$ cat src/rtl/wu_pkg.sv
package wu_pkg;

  typedef enum logic [2:0] {
    LS_INV   = 3'd0,
    LS_EXCL  = 3'd1,
    LS_SHCLN = 3'd2,
    LS_SHDRT = 3'd3,
    LS_DRT   = 3'd4
  } line_st_t;

  typedef enum logic [1:0] {
    BOP_NONE  = 2'd0,
    BOP_READ  = 2'd1,
    BOP_WMISS = 2'd2,
    BOP_UPD   = 2'd3
  } bus_op_t;

  function automatic logic needs_wb(line_st_t s);
    return (s == LS_SHDRT) || (s == LS_DRT);
  endfunction

endpackage

$ cat src/rtl/wu_line_store.sv
module wu_line_store
  import wu_pkg::*;
#(
  parameter int IDX_W  = 2,
  parameter int TAG_W  = 6,
  parameter int DATA_W = 16
) (
  input  logic              clk,
  input  logic              rst_n,
  input  logic [IDX_W-1:0]  lk_idx,
  output logic [TAG_W-1:0]  lk_tag,
  output line_st_t          lk_state,
  output logic [DATA_W-1:0] lk_data,
  input  logic              st_we,
  input  logic [IDX_W-1:0]  st_idx,
  input  logic [TAG_W-1:0]  st_tag,
  input  line_st_t          st_state,
  input  logic [DATA_W-1:0] st_data
);
  localparam int LINES = 1 << IDX_W;

  line_st_t          st_arr  [LINES];
  logic [TAG_W-1:0]  tag_arr [LINES];
  logic [DATA_W-1:0] dat_arr [LINES];

  genvar g;
  generate
    for (g = 0; g < LINES; g++) begin : g_line
      line_st_t          st_r;
      logic [TAG_W-1:0]  tag_r;
      logic [DATA_W-1:0] dat_r;
      always_ff @(posedge clk) begin
        if (!rst_n) begin
          st_r  <= LS_INV;
          tag_r <= '0;
          dat_r <= '0;
        end else if (st_we && (st_idx == IDX_W'(g))) begin
          st_r  <= st_state;
          tag_r <= st_tag;
          dat_r <= st_data;
        end
      end
      assign st_arr[g]  = st_r;
      assign tag_arr[g] = tag_r;
      assign dat_arr[g] = dat_r;
    end
  endgenerate

  assign lk_state = st_arr[lk_idx];
  assign lk_tag   = tag_arr[lk_idx];
  assign lk_data  = dat_arr[lk_idx];

  // a filled line is never sent back to Invalid
  assert_no_invalidate_R1: assert property (@(posedge clk) disable iff (!rst_n)
    st_we |-> (st_state != LS_INV));

endmodule

$ cat src/rtl/wu_seq.sv
module wu_seq
  import wu_pkg::*;
#(
  parameter int ADDR_W = 8,
  parameter int DATA_W = 16,
  parameter int IDX_W  = 2
) (
  input  logic              clk,
  input  logic              rst_n,
  input  logic              cpu_req_valid,
  output logic              cpu_req_ready,
  input  logic              cpu_req_write,
  input  logic [ADDR_W-1:0] cpu_req_addr,
  input  logic [DATA_W-1:0] cpu_req_wdata,
  output logic              cpu_resp_valid,
  input  logic              cpu_resp_ready,
  output logic [DATA_W-1:0] cpu_resp_rdata,
  output logic              bus_req,
  output logic [1:0]        bus_op,
  output logic [ADDR_W-1:0] bus_addr,
  output logic [DATA_W-1:0] bus_wdata,
  input  logic              bus_gnt,
  input  logic              bus_ack,
  input  logic              bus_shared,
  input  logic [DATA_W-1:0] bus_rdata,
  output logic              wb_valid,
  input  logic              wb_ready,
  output logic [ADDR_W-1:0] wb_addr,
  output logic [DATA_W-1:0] wb_data,
  output logic [IDX_W-1:0]  lk_idx,
  input  logic [ADDR_W-IDX_W-1:0] lk_tag,
  input  line_st_t          lk_state,
  input  logic [DATA_W-1:0] lk_data,
  output logic              st_we,
  output logic [IDX_W-1:0]  st_idx,
  output logic [ADDR_W-IDX_W-1:0] st_tag,
  output line_st_t          st_state,
  output logic [DATA_W-1:0] st_data
);
  localparam int TAG_W = ADDR_W - IDX_W;

  typedef enum logic [2:0] {
    S_IDLE, S_LOOK, S_WBACK, S_BREQ, S_BWAIT, S_RESP
  } seq_t;

  seq_t              cur, nxt;
  logic              r_write;
  logic [IDX_W-1:0]  r_idx;
  logic [TAG_W-1:0]  r_tag;
  logic [DATA_W-1:0] r_wdata;
  bus_op_t           op_q, op_d;
  logic              upd_hit_q, upd_hit_d;
  logic [DATA_W-1:0] rdata_q, rdata_d;
  logic [ADDR_W-1:0] wba_q, wba_d;
  logic [DATA_W-1:0] wbd_q, wbd_d;
  logic              hit;

  assign hit    = (lk_state != LS_INV) && (lk_tag == r_tag);
  assign lk_idx = r_idx;
  assign st_idx = r_idx;
  assign st_tag = r_tag;

  always_comb begin
    nxt       = cur;
    op_d      = op_q;
    upd_hit_d = upd_hit_q;
    rdata_d   = rdata_q;
    wba_d     = wba_q;
    wbd_d     = wbd_q;
    st_we     = 1'b0;
    st_state  = lk_state;
    st_data   = r_wdata;
    case (cur)
      S_IDLE: if (cpu_req_valid) nxt = S_LOOK;
      S_LOOK: begin
        rdata_d = r_write ? r_wdata : lk_data;
        if (hit && !r_write) begin
          nxt = S_RESP;
        end else if (hit) begin
          st_we = 1'b1;
          if (lk_state == LS_SHCLN || lk_state == LS_SHDRT) begin
            op_d      = BOP_UPD;
            upd_hit_d = 1'b1;
            nxt       = S_BREQ;
          end else begin
            st_state = LS_DRT;
            nxt      = S_RESP;
          end
        end else begin
          op_d      = r_write ? BOP_WMISS : BOP_READ;
          upd_hit_d = 1'b0;
          wba_d     = {lk_tag, r_idx};
          wbd_d     = lk_data;
          nxt       = needs_wb(lk_state) ? S_WBACK : S_BREQ;
        end
      end
      S_WBACK: if (wb_ready) nxt = S_BREQ;
      S_BREQ:  if (bus_gnt) nxt = S_BWAIT;
      S_BWAIT: if (bus_ack) begin
        nxt = S_RESP;
        case (op_q)
          BOP_READ: begin
            st_we    = 1'b1;
            st_data  = bus_rdata;
            st_state = bus_shared ? LS_SHCLN : LS_EXCL;
            rdata_d  = bus_rdata;
          end
          BOP_WMISS: begin
            st_we    = 1'b1;
            st_state = bus_shared ? LS_SHDRT : LS_DRT;
            if (bus_shared) begin
              op_d      = BOP_UPD;
              upd_hit_d = 1'b0;
              nxt       = S_BREQ;
            end
          end
          BOP_UPD: if (upd_hit_q) begin
            st_we    = 1'b1;
            st_state = bus_shared ? LS_SHDRT : LS_DRT;
          end
          default: ;
        endcase
      end
      S_RESP: if (cpu_resp_ready) nxt = S_IDLE;
      default: nxt = S_IDLE;
    endcase
  end

  always_ff @(posedge clk) begin
    if (!rst_n) begin
      cur       <= S_IDLE;
      r_write   <= 1'b0;
      r_idx     <= '0;
      r_tag     <= '0;
      r_wdata   <= '0;
      op_q      <= BOP_NONE;
      upd_hit_q <= 1'b0;
      rdata_q   <= '0;
      wba_q     <= '0;
      wbd_q     <= '0;
    end else begin
      cur       <= nxt;
      op_q      <= op_d;
      upd_hit_q <= upd_hit_d;
      rdata_q   <= rdata_d;
      wba_q     <= wba_d;
      wbd_q     <= wbd_d;
      if (cur == S_IDLE && cpu_req_valid) begin
        r_write <= cpu_req_write;
        r_idx   <= cpu_req_addr[IDX_W-1:0];
        r_tag   <= cpu_req_addr[ADDR_W-1:IDX_W];
        r_wdata <= cpu_req_wdata;
      end
    end
  end

  assign cpu_req_ready  = (cur == S_IDLE);
  assign cpu_resp_valid = (cur == S_RESP);
  assign cpu_resp_rdata = rdata_q;
  assign bus_req        = (cur == S_BREQ);
  assign bus_op         = bus_req ? op_q : BOP_NONE;
  assign bus_addr       = {r_tag, r_idx};
  assign bus_wdata      = (op_q == BOP_READ) ? '0 : r_wdata;
  assign wb_valid       = (cur == S_WBACK);
  assign wb_addr        = wba_q;
  assign wb_data        = wbd_q;

  assert_accept_stall_R10: assert property (@(posedge clk) disable iff (!rst_n)
    (cpu_req_valid && cpu_req_ready) |=> !cpu_req_ready);

  assert_resp_hold_R10: assert property (@(posedge clk) disable iff (!rst_n)
    (cpu_resp_valid && !cpu_resp_ready) |=> (cpu_resp_valid && $stable(cpu_resp_rdata)));

  assert_bus_hold_R11: assert property (@(posedge clk) disable iff (!rst_n)
    (bus_req && !bus_gnt) |=> (bus_req && $stable(bus_op) && $stable(bus_addr) && $stable(bus_wdata)));

  assert_wb_hold_R12: assert property (@(posedge clk) disable iff (!rst_n)
    (wb_valid && !wb_ready) |=> (wb_valid && $stable(wb_addr) && $stable(wb_data)));

  assert_wb_excl_bus_R4: assert property (@(posedge clk) disable iff (!rst_n)
    wb_valid |-> !bus_req);

  assert_wb_then_bus_R4: assert property (@(posedge clk) disable iff (!rst_n)
    (wb_valid && wb_ready) |=> bus_req);

endmodule

$ cat src/rtl/wu_cache_ctrl.sv
module wu_cache_ctrl
  import wu_pkg::*;
#(
  parameter int ADDR_W = 8,
  parameter int DATA_W = 16,
  parameter int IDX_W  = 2
) (
  input  logic              clk,
  input  logic              rst_n,
  input  logic              cpu_req_valid,
  output logic              cpu_req_ready,
  input  logic              cpu_req_write,
  input  logic [ADDR_W-1:0] cpu_req_addr,
  input  logic [DATA_W-1:0] cpu_req_wdata,
  output logic              cpu_resp_valid,
  input  logic              cpu_resp_ready,
  output logic [DATA_W-1:0] cpu_resp_rdata,
  output logic              bus_req,
  output logic [1:0]        bus_op,
  output logic [ADDR_W-1:0] bus_addr,
  output logic [DATA_W-1:0] bus_wdata,
  input  logic              bus_gnt,
  input  logic              bus_ack,
  input  logic              bus_shared,
  input  logic [DATA_W-1:0] bus_rdata,
  output logic              wb_valid,
  input  logic              wb_ready,
  output logic [ADDR_W-1:0] wb_addr,
  output logic [DATA_W-1:0] wb_data
);
  localparam int TAG_W = ADDR_W - IDX_W;

  logic [IDX_W-1:0]  lk_idx, st_idx;
  logic [TAG_W-1:0]  lk_tag, st_tag;
  line_st_t          lk_state, st_state;
  logic [DATA_W-1:0] lk_data, st_data;
  logic              st_we;

  wu_line_store #(.IDX_W(IDX_W), .TAG_W(TAG_W), .DATA_W(DATA_W)) store_i (
    .clk(clk), .rst_n(rst_n),
    .lk_idx(lk_idx), .lk_tag(lk_tag), .lk_state(lk_state), .lk_data(lk_data),
    .st_we(st_we), .st_idx(st_idx), .st_tag(st_tag), .st_state(st_state), .st_data(st_data)
  );

  wu_seq #(.ADDR_W(ADDR_W), .DATA_W(DATA_W), .IDX_W(IDX_W)) seq_i (
    .clk(clk), .rst_n(rst_n),
    .cpu_req_valid(cpu_req_valid), .cpu_req_ready(cpu_req_ready),
    .cpu_req_write(cpu_req_write), .cpu_req_addr(cpu_req_addr),
    .cpu_req_wdata(cpu_req_wdata),
    .cpu_resp_valid(cpu_resp_valid), .cpu_resp_ready(cpu_resp_ready),
    .cpu_resp_rdata(cpu_resp_rdata),
    .bus_req(bus_req), .bus_op(bus_op), .bus_addr(bus_addr), .bus_wdata(bus_wdata),
    .bus_gnt(bus_gnt), .bus_ack(bus_ack), .bus_shared(bus_shared), .bus_rdata(bus_rdata),
    .wb_valid(wb_valid), .wb_ready(wb_ready), .wb_addr(wb_addr), .wb_data(wb_data),
    .lk_idx(lk_idx), .lk_tag(lk_tag), .lk_state(lk_state), .lk_data(lk_data),
    .st_we(st_we), .st_idx(st_idx), .st_tag(st_tag), .st_state(st_state), .st_data(st_data)
  );

endmodule

$ cat config.mk
export PLATFORM = sky130hd
export DESIGN_NAME = wu_cache_ctrl
export DESIGN_NICKNAME = d
export VERILOG_FILES = /design/src/rtl/wu_pkg.sv /design/src/rtl/wu_line_store.sv /design/src/rtl/wu_seq.sv /design/src/rtl/wu_cache_ctrl.sv
export SDC_FILE = /design/constraint.sdc
export NUM_CORES = 1
export LEC_CHECK = 0
export BUFFER_PORTS_ARGS = -buffer_cell sky130_fd_sc_hd__buf_2
export CORE_MARGIN = 2
export CORE_UTILIZATION = 42
export DETAILED_ROUTE_END_ITERATION = 10
export SYNTH_ARGS = -nofsm -noshare
export SYNTH_HDL_FRONTEND = slang
export SYNTH_SLANG_ARGS = --single-unit
$ cat constraint.sdc
create_clock -name clk -period 3.3 [get_ports clk]
set_input_delay 0.66 -clock clk [delete_from_list [all_inputs] [get_ports clk]]
set_output_delay 0.66 -clock clk [all_outputs]
set_load 0.005 [all_outputs]
==> results.toml <==
[layout]
syn2layout_area_growth_pct = 16.5
final_common_cell = "nand2_1"
drive_gt1_share_pct = 25.2
diodes = 0
fin_nets = 995
final_cell_mix = "205 x nand2_1, 170 x dfxtp_1, 117 x mux2i_1, 117 x buf_2, 68 x nor2_1"

[floorplan]
ios = 119
die_h_microns = 143
core-area_sq_um = 18800
start_util_pct = 43.1
dieArea_sq_um = 20400
num_rows = 50
die_x_microns = 143

[yosys]
yosys-top-cells-area = "dfxtp_1 42%, mux2i_1 14%, nand2_1 9.5%"
synthFlopType = "dfxtp_1"
netlist-cell-type-count = 53
ys_ff_latch = 171
async_flop_share_pct = 0
yosysWarnings = 0
syn_area_sq_um = 8080
avgSynthCellArea_sq_um = 9.59
ys_seq_area_share_pct = 42.4
yosys.area.top_type = "dfxtp_1"
syn-num-nets = 896
synth_cells = 843
synth_top_area_share_pct = 42.4
synth_edf_count = 0

[timing]
hold_viol_final = 0
skew_ns = 0.00779
clock.fmax_mhz = 335
setup_viol = 0
rsz0062_at_grt = "false"
finalCritPeriodShare_pct = 90.4
finalSetupTns_ns = 0
setup_ws_ns = 0.317
hold_slack_ns = 0.456
worst_pin_slew_ns = 0.764
fin_crit_ns = 2.98
relSlewSlack_pct = 48.9
drv_slew = 0

[critical_path]
regToRegSetupSlack_ns = 0.32
critical_path.cell_chain = "buf_4 -> mux4_2 -> o311ai_4 -> nor2_8 -> a31oi_4 -> buf_4 -> mux2i_1"
critical_path_required_ns = 3.66
rr_endpoint = "store_i.g_line[0].dat_r[13]$_SDFFE_PN0P_"
cp_slowest_cell = "mux4_2"
worstSetupPathType = "register to register"
max_stage_delay_ns = 0.58
r2r-start = "seq_i.lk_idx[0]$_SDFFE_PN0P_"
arrival_ns = 3.34
reg2regPathDepth = 7
start_kind = "register"
path_max_fanout = 18
cpMostUsedCell = "buf_4"
endpoint_kind = "register"

[power]
ir_drop_v = 0.000370
cellPowerDensity_nw_per_um2 = 533
p_total_mw = 5.02
leakagePower_nw = 4.17

[min_path]
hp-class = "register to register"
min_to = "store_i.g_line[2].dat_r[9]$_SDFFE_PN0P_"
hp-start = "store_i.g_line[2].dat_r[9]$_SDFFE_PN0P_"
hold_depth = 2

[clocking]
htreeDepth = 4
post-cts-setup-buffers = 0
cts.repair.resized = 0
cts.path.max_buffers = 2
ctsHoldBuffers = 0
cts.sink_count = 171
clk_latency_ns = 0.43
cts_made_buffers = 17
tritoncts = "done"
cts_root_buffer = "clkbuf_16"
path_clk_slew_ns = 0.07

[route]
vias = 6199
drt_pass1_iterations = 5
routed_wl_mm = 20.2
viasPerCell = 5.21
drt-initial-drc-count = 338
wl_per_cell_microns = 17.0
drc_errors = 0
ant_nets = 0

[global_route]
grt_use_total_pct = 20.2
grt_max_degree = 51
grt_pass1_vias = 5920
grt-ovfl-total = 0
grt_first_pass_wirelength_mm = 32.1
grt_antenna_before_repair = 0

[placed_design]
dpl.hpwl_mm = 14.3
globalplace.congestion = 0.831
io_buffers = 118
pre_cts_slack_ns = 0.297

[status]
status = "finished, final reports clean"

[flow_run]
drv_cap = 0
[metal layers]
metal	part of all wire, %	vias up	global-route usage (%)	wire length, microns
li1	-	3113	-	-
met1	52	2916	30.0	10500
met2	43	150	30.1	8640
met3	4.1	20	3.62	827
met4	1.2	0	5.42	242
met5	0	-	0	0
[cell usage after synthesis (all sizes together), types with 7 or more instances]
master  number
mux2        20
a21oi       49
clkbuf      39
nand2      205
mux4        25
buf         23
nor2        69
nor2b       24
and2         7
a31oi        7
dfxtp      171
mux2i      117
a311oi      20
inv          9
[worst max path at each step]
| stage | from | slack (ns) | endpoint |
|---|---|---|---|
| floorplan | seq_i.lk_idx[0]$_SDFFE_PN0P_ | 0.85 | store_i.g_line[3].st_r[0]$_SDFFE_PN0P_ |
| CTS | seq_i.lk_idx[0]$_SDFFE_PN0P_ | 0.29 | store_i.g_line[0].dat_r[13]$_SDFFE_PN0P_ |
| global route | seq_i.lk_idx[0]$_SDFFE_PN0P_ | 0.13 | store_i.g_line[0].tag_r[2]$_SDFFE_PN0P_ |
| finish | seq_i.lk_idx[0]$_SDFFE_PN0P_ | 0.32 | store_i.g_line[0].dat_r[13]$_SDFFE_PN0P_ |
| global placement | seq_i.lk_idx[0]$_SDFFE_PN0P_ | 0.34 | store_i.g_line[0].dat_r[9]$_SDFFE_PN0P_ |
| detailed placement | seq_i.lk_idx[0]$_SDFFE_PN0P_ | 0.30 | store_i.g_line[0].dat_r[13]$_SDFFE_PN0P_ |
[critical path: cells and delay by family, from the launching register on]
family	cells	cell delay, ns
buf+inv	2	0.64
simple gates	1	0.13
flops	1	0.48
mux	2	0.81
compound gates	2	0.83
[power breakdown]
group	switching (mW)	internal [mW]
registers	0.0901	2.12
clock network	0.882	1.08
logic	0.514	0.328
total	1.49	3.53
[registers in the layout (all words and copies together) (netlist names)]
signal and flops:
seq_i.cur 3, seq_i.r_wdata 16, seq_i.cpu_resp_rdata 16, seq_i.op_q 2, seq_i.upd_hit_q 1, store_i.g_line.st_r 12, seq_i.r_write 1, store_i.g_line.dat_r 64
store_i.g_line.tag_r 24, seq_i.lk_idx 2, seq_i.wb_data 16, seq_i.wb_addr 8, seq_i.st_tag 6
[cells by family after synthesis]
| family | count (synthesis) | synth area share, % |
|---|---|---|
| AO/OA/AOI/OAI | 104 | 9.58 |
| XOR/XNOR | 6 | 1.02 |
| adder cells (fa/ha/maj) | 4 | 0.619 |
| buffers and inverters | 72 | 5.11 |
| flip-flops | 171 | 42.4 |
| multiplexers | 162 | 24.2 |
| AND/OR/NAND/NOR | 324 | 17.1 |
[final cells by class]
cell class              count  area (sq um)
clock buffers              18           439
multi-input cells         600          4260
well taps                 234           293
fillers                  1774          9350
inverters                  10          37.5
repair buffers            142           823
flip-flops and latches    171          3420
clock inverters            14           134
[through the flow]
step | area, sq um | util [%] | instances
4_1_cts | 9420 | 50.2 | 1189
5_1_grt | 9420 | 50.2 | 1189
6_report | 9420 | 50.2 | 1189
2_1_floorplan | 8080 | - | 843
3_3_place_gp | 8840 | 47.1 | 1157
3_5_place_dp | 8840 | 47.1 | 1157
(Power assumes the default switching activity.)
